### config.mk
export PLATFORM = sky130hd
export DESIGN_NAME = log_page_decoder
export DESIGN_NICKNAME = d
export VERILOG_FILES = /design/src/rtl/lpd_pkg.sv /design/src/rtl/lpd_decode.sv /design/src/rtl/lpd_health.sv /design/src/rtl/log_page_decoder.sv
export SDC_FILE = /design/constraint.sdc
export NUM_CORES = 1
export LEC_CHECK = 0
export BUFFER_PORTS_ARGS = -buffer_cell sky130_fd_sc_hd__buf_2
export CAP_MARGIN = 20
export CELL_PAD_IN_SITES_DETAIL_PLACEMENT = 0
export CELL_PAD_IN_SITES_GLOBAL_PLACEMENT = 1
export CORE_UTILIZATION = 43
export DETAILED_ROUTE_END_ITERATION = 6
export GPL_TIMING_DRIVEN = 0
export PLACE_DENSITY_LB_ADDON = 0.1
export RECOVER_POWER = 50
export SLEW_MARGIN = 40
export SYNTH_ARGS = -nofsm -noshare
export SYNTH_HDL_FRONTEND = slang
export SYNTH_SLANG_ARGS = --single-unit
### constraint.sdc
create_clock -name clk_i -period 5.3 [get_ports clk_i]
set_input_delay 0.53 -clock clk_i [delete_from_list [all_inputs] [get_ports clk_i]]
set_output_delay 0.53 -clock clk_i [all_outputs]
set_load 0.005 [all_outputs]
### src/rtl/lpd_pkg.sv
package lpd_pkg;
  localparam logic [7:0] ST_OK        = 8'h00;
  localparam logic [7:0] ST_BAD_FIELD = 8'h02;
  localparam logic [7:0] ST_BAD_LOG   = 8'h09;

  localparam logic [7:0] LID_ERR    = 8'h01;
  localparam logic [7:0] LID_HEALTH = 8'h02;
  localparam logic [7:0] LID_FW     = 8'h03;

  localparam logic [2:0] EVT_ERR    = 3'd0;
  localparam logic [2:0] EVT_HEALTH = 3'd1;
  localparam logic [7:0] INFO_TEMP_THR = 8'h01;

  localparam int unsigned TEMP_W = 16;
endpackage

### src/rtl/lpd_decode.sv
module lpd_decode
  import lpd_pkg::*;
#(
  parameter int unsigned ERR_ENTRIES     = 4,
  parameter int unsigned ERR_ENTRY_BYTES = 64,
  parameter int unsigned PAGE_BYTES      = 512,
  parameter int unsigned OFS_W           = 10
) (
  input  logic [31:0]      cdw10_i,
  input  logic [31:0]      cdw11_i,
  input  logic [31:0]      cdw12_i,
  input  logic [31:0]      cdw13_i,
  input  logic [31:0]      nsid_i,
  output logic [7:0]       status_o,
  output logic             dnr_o,
  output logic [1:0]       page_o,
  output logic [OFS_W-1:0] ofs_o,
  output logic [OFS_W-1:0] xfer_o,
  output logic             clr_o,
  output logic [2:0]       clr_type_o
);
  localparam int unsigned ERR_BYTES = ERR_ENTRIES * ERR_ENTRY_BYTES;

  logic [7:0]  lid;
  logic        rae;
  logic [31:0] numd;
  logic [35:0] req_len;
  logic [63:0] ofs;
  logic [63:0] size;
  logic [63:0] remain;
  logic [63:0] xfer_full;
  logic        known;
  logic        nsid_ok;
  logic        unused_bits;

  assign lid     = cdw10_i[7:0];
  assign rae     = cdw10_i[15];
  assign numd    = {cdw11_i[15:0], cdw10_i[31:16]};
  assign req_len = ({4'd0, numd} + 36'd1) << 2;
  assign ofs     = {cdw13_i, cdw12_i};
  assign unused_bits = ^{cdw10_i[14:8], cdw11_i[31:16]};

  always_comb begin
    known = 1'b1;
    unique case (lid)
      LID_ERR:    size = 64'(ERR_BYTES);
      LID_HEALTH: size = 64'(PAGE_BYTES);
      LID_FW:     size = 64'(PAGE_BYTES);
      default: begin
        size  = '0;
        known = 1'b0;
      end
    endcase
  end

  assign nsid_ok = (lid != LID_HEALTH) || (nsid_i == 32'h0) || (nsid_i == 32'hFFFF_FFFF);
  assign remain  = size - ofs;

  // check order matters: alignment, identifier, namespace, range
  always_comb begin
    status_o  = ST_OK;
    dnr_o     = 1'b0;
    clr_o     = 1'b0;
    xfer_full = '0;
    if (ofs[1:0] != 2'b00) begin
      status_o = ST_BAD_FIELD;
      dnr_o    = 1'b1;
    end else if (!known) begin
      status_o = ST_BAD_LOG;
      dnr_o    = 1'b1;
    end else if (!nsid_ok || (ofs > size)) begin
      status_o = ST_BAD_FIELD;
      dnr_o    = 1'b1;
    end else begin
      xfer_full = ({28'd0, req_len} < remain) ? {28'd0, req_len} : remain;
      clr_o     = !rae && (lid != LID_FW);
    end
  end

  assign page_o     = lid[1:0];
  assign ofs_o      = OFS_W'(ofs);
  assign xfer_o     = OFS_W'(xfer_full);
  assign clr_type_o = (lid == LID_ERR) ? EVT_ERR : EVT_HEALTH;
endmodule

### src/rtl/lpd_health.sv
module lpd_health
  import lpd_pkg::*;
#(
  parameter logic [15:0] TEMP_RST    = 16'h0143,
  parameter logic [15:0] THR_RST     = 16'h014D,
  parameter int unsigned MS_PER_HOUR = 3600000,
  parameter int unsigned HOURS_W     = 32,
  parameter int unsigned HP_AW       = 9
) (
  input  logic              clk_i,
  input  logic              rst_ni,
  input  logic              temp_we_i,
  input  logic [TEMP_W-1:0] temp_i,
  input  logic              thr_we_i,
  input  logic [TEMP_W-1:0] thr_i,
  input  logic              ms_tick_i,
  input  logic [HP_AW-1:0]  hp_addr_i,
  output logic [7:0]        hp_data_o,
  output logic              evt_valid_o,
  output logic [2:0]        evt_type_o,
  output logic [7:0]        evt_info_o
);
  localparam int unsigned MS_W        = $clog2(MS_PER_HOUR);
  localparam int unsigned HOURS_BASE  = 128;
  localparam int unsigned HOURS_BYTES = HOURS_W / 8;

  logic [TEMP_W-1:0]  temp_q, thr_q;
  logic [MS_W-1:0]    ms_q;
  logic [HOURS_W-1:0] hours_q;
  logic               evt_q;
  logic               crit;

  always_ff @(posedge clk_i or negedge rst_ni) begin
    if (!rst_ni) begin
      temp_q  <= TEMP_RST;
      thr_q   <= THR_RST;
      ms_q    <= '0;
      hours_q <= '0;
      evt_q   <= 1'b0;
    end else begin
      if (temp_we_i) temp_q <= temp_i;
      if (thr_we_i)  thr_q  <= thr_i;
      evt_q <= thr_we_i && (thr_i <= temp_q);
      if (ms_tick_i) begin
        if (ms_q == MS_W'(MS_PER_HOUR - 1)) begin
          ms_q    <= '0;
          hours_q <= hours_q + 1'b1;
        end else begin
          ms_q <= ms_q + 1'b1;
        end
      end
    end
  end

  assign crit = (thr_q <= temp_q);

  always_comb begin
    hp_data_o = 8'h00;
    if (hp_addr_i == HP_AW'(0)) begin
      hp_data_o = {6'd0, crit, 1'b0};
    end else if (hp_addr_i == HP_AW'(1)) begin
      hp_data_o = temp_q[7:0];
    end else if (hp_addr_i == HP_AW'(2)) begin
      hp_data_o = temp_q[15:8];
    end else if ((hp_addr_i >= HP_AW'(HOURS_BASE)) &&
                 (hp_addr_i <  HP_AW'(HOURS_BASE + HOURS_BYTES))) begin
      hp_data_o = 8'(hours_q >> (8 * (hp_addr_i - HP_AW'(HOURS_BASE))));
    end
  end

  assign evt_valid_o = evt_q;
  assign evt_type_o  = EVT_HEALTH;
  assign evt_info_o  = INFO_TEMP_THR;

  AST_EVT_AFTER_THR_WR: assert property (@(posedge clk_i) disable iff (!rst_ni)
    evt_valid_o |-> $past(thr_we_i)) else $error("evt without write");
  AST_HOURS_SINGLE_STEP: assert property (@(posedge clk_i) disable iff (!rst_ni)
    !$stable(hours_q) |-> (hours_q == $past(hours_q) + 1'b1) && $past(ms_tick_i))
    else $error("hours jump");
endmodule

### src/rtl/log_page_decoder.sv
module log_page_decoder
  import lpd_pkg::*;
#(
  parameter int unsigned ERR_ENTRIES     = 4,
  parameter int unsigned ERR_ENTRY_BYTES = 64,
  parameter int unsigned PAGE_BYTES      = 512,
  parameter int unsigned MS_PER_HOUR     = 3600000,
  parameter logic [15:0] TEMP_RST        = 16'h0143,
  parameter logic [15:0] THR_RST         = 16'h014D,
  localparam int unsigned ERR_BYTES = ERR_ENTRIES * ERR_ENTRY_BYTES,
  localparam int unsigned MAX_BYTES = (ERR_BYTES > PAGE_BYTES) ? ERR_BYTES : PAGE_BYTES,
  localparam int unsigned OFS_W     = $clog2(MAX_BYTES + 1),
  localparam int unsigned HP_AW     = $clog2(PAGE_BYTES)
) (
  input  logic              clk_i,
  input  logic              rst_ni,
  input  logic              cmd_valid_i,
  input  logic [31:0]       cdw10_i,
  input  logic [31:0]       cdw11_i,
  input  logic [31:0]       cdw12_i,
  input  logic [31:0]       cdw13_i,
  input  logic [31:0]       nsid_i,
  input  logic              temp_we_i,
  input  logic [15:0]       temp_i,
  input  logic              thr_we_i,
  input  logic [15:0]       thr_i,
  input  logic              ms_tick_i,
  input  logic [HP_AW-1:0]  hp_addr_i,
  output logic [7:0]        hp_data_o,
  output logic              rsp_valid_o,
  output logic [7:0]        status_o,
  output logic              dnr_o,
  output logic [1:0]        page_o,
  output logic [OFS_W-1:0]  ofs_o,
  output logic [OFS_W-1:0]  xfer_len_o,
  output logic              clr_valid_o,
  output logic [2:0]        clr_type_o,
  output logic              evt_valid_o,
  output logic [2:0]        evt_type_o,
  output logic [7:0]        evt_info_o
);
  logic [7:0]       d_status;
  logic             d_dnr, d_clr;
  logic [1:0]       d_page;
  logic [OFS_W-1:0] d_ofs, d_xfer;
  logic [2:0]       d_clr_type;

  lpd_decode #(
    .ERR_ENTRIES(ERR_ENTRIES), .ERR_ENTRY_BYTES(ERR_ENTRY_BYTES),
    .PAGE_BYTES(PAGE_BYTES), .OFS_W(OFS_W)
  ) u_decode (
    .cdw10_i(cdw10_i), .cdw11_i(cdw11_i), .cdw12_i(cdw12_i), .cdw13_i(cdw13_i),
    .nsid_i(nsid_i), .status_o(d_status), .dnr_o(d_dnr), .page_o(d_page),
    .ofs_o(d_ofs), .xfer_o(d_xfer), .clr_o(d_clr), .clr_type_o(d_clr_type)
  );

  lpd_health #(
    .TEMP_RST(TEMP_RST), .THR_RST(THR_RST), .MS_PER_HOUR(MS_PER_HOUR),
    .HOURS_W(32), .HP_AW(HP_AW)
  ) u_health (
    .clk_i(clk_i), .rst_ni(rst_ni), .temp_we_i(temp_we_i), .temp_i(temp_i),
    .thr_we_i(thr_we_i), .thr_i(thr_i), .ms_tick_i(ms_tick_i),
    .hp_addr_i(hp_addr_i), .hp_data_o(hp_data_o), .evt_valid_o(evt_valid_o),
    .evt_type_o(evt_type_o), .evt_info_o(evt_info_o)
  );

  always_ff @(posedge clk_i or negedge rst_ni) begin
    if (!rst_ni) begin
      rsp_valid_o <= 1'b0;
      status_o    <= ST_OK;
      dnr_o       <= 1'b0;
      page_o      <= '0;
      ofs_o       <= '0;
      xfer_len_o  <= '0;
      clr_valid_o <= 1'b0;
      clr_type_o  <= '0;
    end else begin
      rsp_valid_o <= cmd_valid_i;
      clr_valid_o <= cmd_valid_i && d_clr;
      if (cmd_valid_i) begin
        status_o   <= d_status;
        dnr_o      <= d_dnr;
        page_o     <= d_page;
        ofs_o      <= d_ofs;
        xfer_len_o <= d_xfer;
        clr_type_o <= d_clr_type;
      end
    end
  end

  logic [OFS_W:0] page_lim;
  assign page_lim = (page_o == LID_ERR[1:0]) ? (OFS_W+1)'(ERR_BYTES) : (OFS_W+1)'(PAGE_BYTES);

  AST_RSP_ONE_CYCLE: assert property (@(posedge clk_i) disable iff (!rst_ni)
    cmd_valid_i |=> rsp_valid_o) else $error("missing rsp");
  AST_RSP_ONLY_AFTER_CMD: assert property (@(posedge clk_i) disable iff (!rst_ni)
    rsp_valid_o |-> $past(cmd_valid_i)) else $error("stray rsp");
  AST_FAIL_HAS_DNR: assert property (@(posedge clk_i) disable iff (!rst_ni)
    (rsp_valid_o && status_o != ST_OK) |-> dnr_o) else $error("no dnr");
  AST_CLR_ONLY_ON_OK: assert property (@(posedge clk_i) disable iff (!rst_ni)
    clr_valid_o |-> (rsp_valid_o && status_o == ST_OK && page_o != LID_FW[1:0]))
    else $error("bad clr");
  AST_XFER_IN_PAGE: assert property (@(posedge clk_i) disable iff (!rst_ni)
    (rsp_valid_o && status_o == ST_OK) |-> ({1'b0, ofs_o} + {1'b0, xfer_len_o} <= page_lim))
    else $error("xfer past page");
endmodule

==> impl_metrics.env <==
export IMPL_clock_skew_ns=0.01495
export IMPL_critPathKind="input pin to flop"
export IMPL_powerDensity_nw_per_um2=230.6
export IMPL_place_congestion=0.8935
export IMPL_path_buf_inv=3
export IMPL_gr_total_overflow=0
export IMPL_hp_class="input pin to flop"
export IMPL_firstDrtPassIters=5
export IMPL_seqPwrFrac_pct=37.5
export IMPL_antenna_found_initial=0
export IMPL_cts_tree="built"
export IMPL_seq_area_frac_synth_pct=31.87
export IMPL_cp_end_kind="flop"
export IMPL_reg2reg_depth=10
export IMPL_placed_area_sq_um=10600
export IMPL_final_setup_viol_count=0
export IMPL_synth_warnings=0
export IMPL_fillCellCount=1938
export IMPL_num_antenna_cells=0
export IMPL_p_comb_share_pct=18.8
export IMPL_die_x_um=147.2
export IMPL_cts_root_buf="clkbuf_16"
export IMPL_ant_nets=0
export IMPL_cts_buffers=17
export IMPL_hold_worst_slack_ns=0.2390
export IMPL_cp_arrival_ns=5.40
export IMPL_rr_startpoint="u_health.ms_q[16]"
export IMPL_p_int_mw=1.872
export IMPL_dieArea_sq_um=21670
export IMPL_hold_buffers=0
export IMPL_fmax_ghz=0.1977
export IMPL_path_depth=21
export IMPL_hold_viol=0
export IMPL_synth_cells=997
export IMPL_h_tree_depth=4
export IMPL_grt_start_max_net_pins=60
export IMPL_ys_types=68
export IMPL_vdd_drop_max_uv=186.5
export IMPL_wl_mm=25.85
export IMPL_worst_path_dominant_cell_family="simple AND/OR/NAND/NOR gates"
export IMPL_die_h_um=147.2
export IMPL_path_cells="buf_2 -> or4_1 -> nor3_2 -> nor3b_4 -> ha_4 -> nor2b_4 -> a41oi_4 -> or3_1 -> clkbuf_1 -> or3_1 -> xnor2_1 -> ha_1 -> nand4_1 -> or2_4 -> o311ai_4 -> a21oi_1 -> nor4_1 -> and4_2 -> buf_6 -> mux2_4 -> o2bb2ai_2"
export IMPL_vias_per_cell=5.481
export IMPL_io_pins=263
export IMPL_synth_seq_cells=115
export IMPL_finalInstanceArea_sq_um=11330
export IMPL_outcome="finished, violations left"
export IMPL_rr_endpoint="u_health.hours_q[31]"
export IMPL_clockBufferDepth=2
export IMPL_maxCapViolCount=1
export IMPL_violations="max-capacitance violations, max-slew violations"
export IMPL_fin_util_pct=55.46
export IMPL_wl_met1_mm=11.95
export IMPL_switching_share_pct=28.36
export IMPL_wl_per_cell_um=16.78
export IMPL_crit_path_max_incr_delay_ns=0.53
export IMPL_vias=8446
export IMPL_highest_layer="met4"
export IMPL_port_buffers=217
export IMPL_synth_ff_type="dfrtp_1"
export IMPL_endpoint="xfer_len_o[2]"
export IMPL_path_max_fanout=5
export IMPL_wl_met2_mm=11.98
export IMPL_crit_required_ns=5.64
export IMPL_clock_latency_ns=0.41
export IMPL_critPathLaunchType="input pin"
export IMPL_worst_slack_ns=0.2427
export IMPL_core_rowCount=52
export IMPL_drc_errors=0
export IMPL_first_global_vias=7991
export IMPL_dp_hpwl_mm=20.83
export IMPL_area_delta_synth_final_pct=24.98
export IMPL_grt_pass1_wl_mm=41.55
export IMPL_worstMarginPinSlew_ns=3.192
export IMPL_min_period_ns=5.057
export IMPL_avgSynthCellArea_sq_um=9.093
export IMPL_drtIter0Drc=410
export IMPL_critical_path_startpoint="cdw10_i[5]"
export IMPL_nNetsFinal=1537
export IMPL_synthArstFlopShare_pct=100.0
export IMPL_grt_usage_pct=24.33
export IMPL_core_area_sq_um=20430
export IMPL_cts_sinks=115
export IMPL_maxSlewHeadroom_pct=-112.8
export IMPL_netlist_area_sq_um=9066
export IMPL_p_clk_share_pct=43.7
export IMPL_netSwitchingPower_mw=0.7411
export IMPL_period_share_pct=95.42
export IMPL_slowest_stage="or4_1"
export IMPL_start_util_pct=44.38
export IMPL_dp_slack_ns=-1.018
export IMPL_cpMostUsedCell="or3_1"
export IMPL_finalMaxSlewViolations=58
export IMPL_r2r_slack_ns=1.76
export IMPL_route_met3_wl_mm=1.613
export IMPL_total_power_mw=2.613
export IMPL_path_clk_slew_ns=0.06
export IMPL_leakagePower_nw=5.087
export IMPL_synth_edff_count=0
export IMPL_layout_drive_gt1_share_pct=27.77
export IMPL_rsz0062_at_grt="false"
-- cells in the mapped netlist, types with 20 or more instances --
cell type,n,area (sq um)
a21oi_1,22,110.1
and3_1,22,137.6
dfrtp_1,106,2653
ha_1,72,900.9
inv_1,36,135.1
mux2_2,29,326.6
nand2_1,93,349.1
nand3_1,40,200.2
nand4_1,43,269.0
nor2_1,67,251.5
nor3_1,38,190.2
nor4_1,39,244.0
o21ai_0,38,190.2
or3_1,20,125.1
xnor2_1,66,578.1
xor2_1,50,437.9
-- layout make-up --
| cell class | count | area (sq um) | share of cell area [%] |
|---|---|---|---|
| tap | 270 | 337.8 | 2.981 |
| multi-input combinational | 823 | 6001 | 52.96 |
| sequential | 115 | 2889 | 25.50 |
| timing repair buffer | 226 | 1146 | 10.11 |
| clock buffer | 19 | 442.9 | 3.909 |
| buffer | 39 | 230.2 | 2.032 |
| clock inverter | 13 | 148.9 | 1.314 |
| inverter | 36 | 135.1 | 1.193 |
-- worst min path at each step --
stage	depth (start not counted)	startpoint	endpoint	slack, ns
3_5_place_dp	1	xfer_len_o[4]	xfer_len_o[4]	0.47
5_1_grt	1	cmd_valid_i	rsp_valid_o	0.22
2_1_floorplan	0	rst_ni	clr_type_o[0]	0.23
3_3_place_gp	1	dnr_o	dnr_o	0.46
6_report	1	cmd_valid_i	rsp_valid_o	0.24
4_1_cts	1	rst_ni	u_health.temp_q[4]	0.07
-- cells in the final DEF, fill, tap and decap left out, types with 10 or more instances in the layout --
cell and instances:
a21oi_1 22, a221o_1 10, a31oi_1 10, and3_1 22
buf_2 217, buf_4 27, clkbuf_1 18, clkbuf_16 17
conb_1 18, dfrtp_1 106, ha_1 71, inv_1 36
mux2_2 29, nand2_1 92, nand3_1 40, nand4_1 43
nor2_1 66, nor2b_1 16, nor3_1 36, nor4_1 37
o21a_1 13, o21ai_0 38, or3_1 20, xnor2_1 66
xor2_1 50
-- logic make-up after synthesis --
| kind of cell | Yosys count | share of synthesized area (%) |
|---|---|---|
| AOI/OAI and AO/OA | 146 | 11.32 |
| xor gates and xnor gates | 116 | 11.21 |
| adders and majority gates | 72 | 9.936 |
| buffers and inverters | 75 | 4.002 |
| DFF | 115 | 31.87 |
| muxes | 46 | 6.693 |
| other | 2 | 0.08284 |
| and+or+nand+nor | 425 | 24.90 |
-- layer usage --
layer | global-route usage [%] | vias to the layer above
li1 | - | 4172
met1 | 34.25 | 3991
met2 | 38.84 | 258
met3 | 4.006 | 25
met4 | 5.876 | 0
met5 | 0 | -
-- flip-flops by register name (all words and copies together) (netlist names) --
| signal | flops |
|---|---|
| u_health.ms_q | 22 |
| dnr_o | 1 |
| u_health.thr_q | 16 |
| clr_type_o | 1 |
| clr_valid_o | 1 |
| u_health.evt_valid_o | 1 |
| u_health.temp_q | 16 |
| rsp_valid_o | 1 |
| status_o | 2 |
| ofs_o | 10 |
| xfer_len_o | 10 |
| u_health.hours_q | 32 |
| page_o | 2 |
-- power by group through the flow --
stage / Clock [mW] / Combinational (mW) / Sequential [mW]
detailed placement: 0 / 0.484 / 0.995
global route: 1.20 / 0.555 / 0.987
CTS: 1.16 / 0.492 / 0.980
floorplan: 0 / 0.270 / 0.985
global placement: 0 / 0.474 / 0.994
finish: 1.14 / 0.490 / 0.981
-- repair_timing --
item | 4_1_cts | 5_1_grt
setup buffers | 1 | 6
resized for setup | 13 | 9
pin swaps | 2 | 8
endpoints found under the setup margin | 10 | 10
cloned | 0 | 1
endpoints found under the hold margin | 0 | 0
-- per-stage QoR --
step / std cells / TNS (ns)
3_5_place_dp: 1501 / -9.575
6_report: 1541 / 0
4_1_cts: 1534 / 0
5_1_grt: 1541 / 0
3_3_place_gp: 1500 / -9.734
2_1_floorplan: 1013 / 0
Note: power is estimated with default switching activity, not from simulation.
